--- src/rtl/fft_agu_pkg.sv ---
package fft_agu_pkg;

  // Limits a requested log2 size to the supported range.
  function automatic int clamp_log2(input int req, input int lo, input int hi);
    if (req < lo) return lo;
    if (req > hi) return hi;
    return req;
  endfunction

endpackage

--- src/rtl/fft_agu_loops.sv ---
module fft_agu_loops
  import fft_agu_pkg::*;
#(
  parameter int MIN_LOG2 = 3,
  parameter int MAX_LOG2 = 10,
  parameter int AW       = 10,
  parameter int LW       = 4
) (
  input  logic          clk,
  input  logic          rst_n,
  input  logic          start,
  input  logic [LW-1:0] log2n,
  input  logic          adv,
  output logic          busy,
  output logic [LW-1:0] stage,
  output logic [AW-1:0] span,
  output logic [AW-1:0] base,
  output logic [AW-1:0] bfly,
  output logic          grp_end,
  output logic          stage_end,
  output logic          done
);

  logic          busy_q, done_q;
  logic [LW-1:0] stage_q;
  logic [AW-1:0] span_q, base_q, bf_q;
  logic [AW:0]   npts_q;
  logic [AW:0]   grp_size;
  logic [LW-1:0] k_sel;
  logic          start_ok, last_bf, last_grp, last_stage, xfer_end;

  assign k_sel      = LW'(clamp_log2(int'(log2n), MIN_LOG2, MAX_LOG2));
  assign start_ok   = start && !busy_q;
  assign grp_size   = {span_q, 1'b0};
  assign last_bf    = (bf_q == span_q - AW'(1));
  assign last_grp   = (({1'b0, base_q} + grp_size) == npts_q);
  assign last_stage = (stage_q == LW'(1));
  assign grp_end    = adv && last_bf;
  assign stage_end  = grp_end && last_grp;
  assign xfer_end   = stage_end && last_stage;

  always_ff @(posedge clk or negedge rst_n) begin
    if (!rst_n) begin
      busy_q  <= 1'b0;
      done_q  <= 1'b0;
      stage_q <= '0;
      span_q  <= '0;
      base_q  <= '0;
      bf_q    <= '0;
      npts_q  <= '0;
    end else begin
      done_q <= xfer_end;
      if (start_ok) begin
        busy_q  <= 1'b1;
        stage_q <= k_sel;
        span_q  <= AW'(1) << (k_sel - LW'(1));
        npts_q  <= (AW+1)'(1) << k_sel;
        base_q  <= '0;
        bf_q    <= '0;
      end else if (adv) begin
        if (!last_bf) begin
          bf_q <= bf_q + AW'(1);
        end else begin
          bf_q <= '0;
          if (!last_grp) begin
            base_q <= base_q + grp_size[AW-1:0];
          end else begin
            base_q <= '0;
            if (last_stage) begin
              busy_q <= 1'b0;
            end else begin
              stage_q <= stage_q - LW'(1);
              span_q  <= span_q >> 1;
            end
          end
        end
      end
    end
  end

  assign busy  = busy_q;
  assign stage = stage_q;
  assign span  = span_q;
  assign base  = base_q;
  assign bfly  = bf_q;
  assign done  = done_q;


  done_one_cycle_chk: assert property (@(posedge clk) disable iff (!rst_n)
    done_q |=> !done_q);


  stage_descend_chk: assert property (@(posedge clk) disable iff (!rst_n)
    stage_end && !last_stage |=> stage_q == $past(stage_q) - LW'(1));


  start_ignored_chk: assert property (@(posedge clk) disable iff (!rst_n)
    busy_q && start && !xfer_end |=> busy_q);


  bf_in_span_chk: assert property (@(posedge clk) disable iff (!rst_n)
    busy_q |-> bf_q < span_q);

endmodule

--- src/rtl/fft_agu_twiddle.sv ---
module fft_agu_twiddle #(
  parameter int TW = 9
) (
  input  logic          clk,
  input  logic          rst_n,
  input  logic          load,
  input  logic          adv,
  input  logic          grp_end,
  input  logic          stage_end,
  output logic [TW-1:0] tw
);

  // The stride of stage 1 may wrap to zero; stage 1 only ever uses index 0.
  logic [TW-1:0] stride_q, tw_q;

  always_ff @(posedge clk or negedge rst_n) begin
    if (!rst_n) begin
      stride_q <= '0;
      tw_q     <= '0;
    end else if (load) begin
      stride_q <= TW'(1);
      tw_q     <= '0;
    end else if (adv) begin
      tw_q <= grp_end ? '0 : tw_q + stride_q;
      if (stage_end) stride_q <= stride_q << 1;
    end
  end

  assign tw = tw_q;


  tw_group_restart_chk: assert property (@(posedge clk) disable iff (!rst_n)
    grp_end |=> tw_q == '0);

endmodule

--- src/rtl/fft_addr_gen.sv ---
module fft_addr_gen #(
  parameter  int MIN_LOG2 = 3,
  parameter  int MAX_LOG2 = 10,
  localparam int AW       = MAX_LOG2,
  localparam int TW       = MAX_LOG2 - 1,
  localparam int LW       = $clog2(MAX_LOG2 + 1)
) (
  input  logic          clk,
  input  logic          rst_n,
  input  logic          start,
  input  logic [LW-1:0] log2n,
  input  logic          out_ready,
  output logic          out_valid,
  output logic [AW-1:0] idx0,
  output logic [AW-1:0] idx1,
  output logic [TW-1:0] tw_idx,
  output logic [LW-1:0] stage,
  output logic          done
);

  logic          busy, fire, load, grp_end, stage_end;
  logic [AW-1:0] span, base, bfly;

  assign fire = busy && out_ready;
  assign load = start && !busy;

  fft_agu_loops #(
    .MIN_LOG2(MIN_LOG2), .MAX_LOG2(MAX_LOG2), .AW(AW), .LW(LW)
  ) u_loops (
    .clk(clk), .rst_n(rst_n), .start(start), .log2n(log2n), .adv(fire),
    .busy(busy), .stage(stage), .span(span), .base(base), .bfly(bfly),
    .grp_end(grp_end), .stage_end(stage_end), .done(done)
  );

  fft_agu_twiddle #(.TW(TW)) u_twid (
    .clk(clk), .rst_n(rst_n), .load(load), .adv(fire),
    .grp_end(grp_end), .stage_end(stage_end), .tw(tw_idx)
  );

  assign out_valid = busy;
  assign idx0      = base + bfly;
  assign idx1      = idx0 + span;


  stall_hold_chk: assert property (@(posedge clk) disable iff (!rst_n)
    out_valid && !out_ready |=> out_valid && $stable(idx0) && $stable(idx1)
                                && $stable(tw_idx) && $stable(stage));


  pair_order_chk: assert property (@(posedge clk) disable iff (!rst_n)
    out_valid |-> idx1 > idx0);

endmodule

--- config.mk ---
export PLATFORM = sky130hd
export DESIGN_NAME = fft_addr_gen
export DESIGN_NICKNAME = d
export VERILOG_FILES = /design/src/rtl/fft_agu_pkg.sv /design/src/rtl/fft_agu_loops.sv /design/src/rtl/fft_agu_twiddle.sv /design/src/rtl/fft_addr_gen.sv
export SDC_FILE = /design/constraint.sdc
export NUM_CORES = 1
export LEC_CHECK = 0
export ABC_AREA = 1
export BUFFER_PORTS_ARGS = -buffer_cell sky130_fd_sc_hd__buf_2
export CAP_MARGIN = 10
export CORE_ASPECT_RATIO = 1.75
export CORE_MARGIN = 1
export CORE_UTILIZATION = 30
export DETAILED_ROUTE_END_ITERATION = 16
export GPL_TIMING_DRIVEN = 0
export PLACE_DENSITY = 0.5
export SLEW_MARGIN = 5
export SYNTH_ARGS = -nofsm -noshare
export SYNTH_HDL_FRONTEND = slang
export SYNTH_SLANG_ARGS = --single-unit
--- constraint.sdc ---
create_clock -name clk -period 4.4 [get_ports clk]
set_input_delay 1.32 -clock clk [delete_from_list [all_inputs] [get_ports clk]]
set_output_delay 1.32 -clock clk [all_outputs]
set_load 0.05 [all_outputs]
==> out/metrics.csv <==
metric,value,unit
status,"finished, violations left",
failed_checks,negative setup slack,
synthSimpleGateAreaFrac,0.332,
synthArstFlopShare,1.00,
start_util,0.308,
setup_ws,-0.232,ns
die_w,100,um
hold-worst-slack,0.504,ns
first_global_vias,4891,
synthMuxAreaShare,0,
synth_area,5060,um^2
slew_violations,0,
routabilityCongestion,0.841,
endpoint_kind,output port,
setup_viol,2,
ys.flop_type,dfrtp_1,
fin_nets,827,
dp_hpwl,12300,um
grt_pass1_wl,24600,um
fin_setup_tns,-0.258,ns
coreArea,16400,um^2
total_power,4.05,mW
synth_compound_area_frac,0.0888,
grt_overflow,0,
vias,4795,
rsz0062_at_grt,true,
h-tree-depth,3,
synth_most_common_cell,nand2_1,
r2r_cells,16,
worst_skew_pair.late_latency,0.34,ns
r2r-end,u_twid.stride_q[1]$_DFFE_PN0P_,
synth_warnings,0,
fin_skew,0.00983,ns
pwr_density_cell,651,nW/um^2
ir_drop,0.000370,V
dieArea,17400,um^2
fmax,216,MHz
cts_tree,built,
wl_per_cell,15.3,um
drive_gt1_frac,0.171,
cts.sinks,64,
cp-start-kind,flop,
syn_inst,710,
clkSlewWorstSetupHoldPaths,0.06,ns
die_y,174,um
ioPinCount,43,
globalRouteTotalUtil,0.186,
fill_cells,1821,
row_count,62,
synth_fa_ha_area_frac,0.113,
period_needed,4.63,ns
cts_buffers,9,
synth_xor_area_frac,0.0623,
regToRegSetupSlack,1.34,ns
area_growth,22.9,%
fin_crit_sh,1.05,
portBuffers,42,
leakage,3.33,nW
worst_hold_path_type,reg2reg,
synth_top_area_cell,dfrtp_1,
wirelength,15400,um
worstSetupStartpoint,u_loops.bfly[2]$_DFFE_PN0P_,
grt_max_degree,56,
r2r-start,u_loops.span[1]$_DFFE_PN0P_,
hold_viol,0,
ant_nets,0,
hold_path_depth,2,
worst_ep_arrival_time,3.31,ns
antenna_found_initial,0,
post_drt_via_cell_ratio,4.78,
required,3.08,ns
cts_hold_buf,0,
firstDrtPassIters,4,
cts_buffer_depth,2,
synth_seq_area_share,0.316,
synth-edff-count,0,
synth_nets,762,
netlist_top_cells_area,"dfrtp_1 32%, nand2_1 16%, ha_1 10%, nand3_1 7.8%, inv_1 6.7%",
path_class,reg2out,
fin_cells,1004,
syn_avg_cell_area,7.13,um^2
critPathMaxFanout,3,
crit_end,idx1[9],
worst_pin_slew,0.856,ns
synth_common_cells,"213 x nand2_1, 90 x inv_1, 79 x nand3_1, 64 x dfrtp_1, 46 x nor2_1",
cts_root_buffer,clkbuf_16,
ys_types,37,
drt-initial-drc-count,241,
synth_top_family_by_area,simple AND/OR/NAND/NOR gates,
ys_ff_latch,64,
dp.cells,977,
slew-limit-headroom,0.427,
antenna_cells,0,
synth_top_area_frac,0.316,
drv_cap,0,
route.detailed.drc,0,
sequential cells by signal, indices dropped and copies added (netlist names):
signal / cells
u_loops.bfly: 10
u_twid.tw: 9
u_loops.base: 9
u_loops.done: 1
u_loops.stage: 4
u_loops.busy: 1
u_loops.npts_q: 11
u_loops.span: 10
u_twid.stride_q: 9
cell type report:
class,instances,area (um^2),area share
Sequential cell,64,1610,0.258
Buffer,12,68.8,0.0111
Inverter,99,374,0.0601
Timing Repair Buffer,54,342,0.0549
Clock inverter,7,120,0.0193
Tap cell,224,280,0.0451
Multi-Input combinational cell,535,3200,0.515
Clock buffer,9,225,0.0362
worst min path at each step:
| stage | start | end | slack (ns) |
|---|---|---|---|
| 6_report | u_loops.stage[3]$_DFFE_PN0P_ | u_loops.stage[3]$_DFFE_PN0P_ | 0.50 |
| 5_1_grt | u_loops.npts_q[2]$_DFFE_PN0P_ | u_loops.npts_q[2]$_DFFE_PN0P_ | 0.53 |
| 4_1_cts | u_loops.npts_q[0]$_DFFE_PN0P_ | u_loops.npts_q[0]$_DFFE_PN0P_ | 0.50 |
| 3_5_place_dp | u_loops.npts_q[0]$_DFFE_PN0P_ | u_loops.npts_q[0]$_DFFE_PN0P_ | 0.49 |
| 3_3_place_gp | u_loops.npts_q[0]$_DFFE_PN0P_ | u_loops.npts_q[0]$_DFFE_PN0P_ | 0.48 |
| 2_1_floorplan | u_loops.npts_q[0]$_DFFE_PN0P_ | u_loops.npts_q[0]$_DFFE_PN0P_ | 0.45 |
timing repair:
| item | 4_1_cts | 5_1_grt |
|---|---|---|
| cloned | 0 | 0 |
| endpoints found under the setup margin | 3 | 4 |
| pin swaps | 15 | 15 |
| buffers inserted | 8 | 3 |
| gates resized for setup | 25 | 8 |
layout by cell type (no fill, tap or decap), types with 4 or more instances in the layout:
cell type / netlist / routed
xor2_1: 22 / 18
o21ai_1: 5 / 6
xor2_2: 0 / 4
a21oi_1: 18 / 16
o22ai_1: 18 / 18
ha_4: 0 / 5
nand4_1: 18 / 18
nor2_2: 7 / 9
clkbuf_1: 6 / 6
buf_2: 1 / 39
dfrtp_2: 0 / 4
inv_2: 9 / 10
xnor2_1: 14 / 12
ha_1: 41 / 36
o21ai_0: 22 / 21
nand2_1: 213 / 208
buf_4: 4 / 16
clkbuf_16: 0 / 9
buf_6: 1 / 4
dfrtp_1: 64 / 60
nor2_1: 46 / 44
nand2_2: 1 / 5
inv_1: 90 / 88
nand3_1: 79 / 78
worst max-delay path, cell delays in order, from the launching register on:
cell     delay [ns]
dfrtp_2        0.43
ha_4           0.24
a21o_1         0.17
nand2_1        0.06
nand2_1        0.06
nand2_1        0.08
nand2_2        0.06
nand2_2        0.06
nand2_2        0.05
nand2_2        0.08
nand2_4        0.06
a21oi_4        0.17
xnor2_4        0.09
ha_4           0.30
inv_4          0.04
nor3_4         0.19
nand3_2        0.09
nand4_1        0.16
xor2_2         0.25
xnor2_4        0.14
buf_6          0.17
cell families after synthesis:
| logic type | after synthesis |
|---|---|
| buffers and inverters | 111 |
| AO/OA/AOI/OAI | 76 |
| adder cells (fa/ha/maj) | 44 |
| XOR/XNOR | 36 |
| AND/OR/NAND/NOR | 379 |
| flip-flops | 64 |
where the power goes:
group	leakage, nW	switching [mW]	internal (mW)
combinational	2.32	1.55	0.734
clock	0.166	0.287	0.554
sequential	0.844	0.214	0.711
total	3.33	2.05	2.00
layer usage:
| layer | share of wire | global-route usage |
|---|---|---|
| met3 | 0.027 | 0.0218 |
| met4 | 0.044 | 0.0960 |
| met2 | 0.56 | 0.356 |
| met5 | 0 | 0 |
| met1 | 0.37 | 0.193 |
metrics by stage:
stage,setup WS [ns],utilization,instance area [um^2]
2_1_floorplan,-0.0994,-,5130
3_3_place_gp,-0.552,0.342,5620
3_5_place_dp,-0.555,0.344,5650
4_1_cts,-0.342,0.375,6170
5_1_grt,-0.447,0.378,6220
6_report,-0.232,0.378,6220
(Power assumes the default switching activity.)
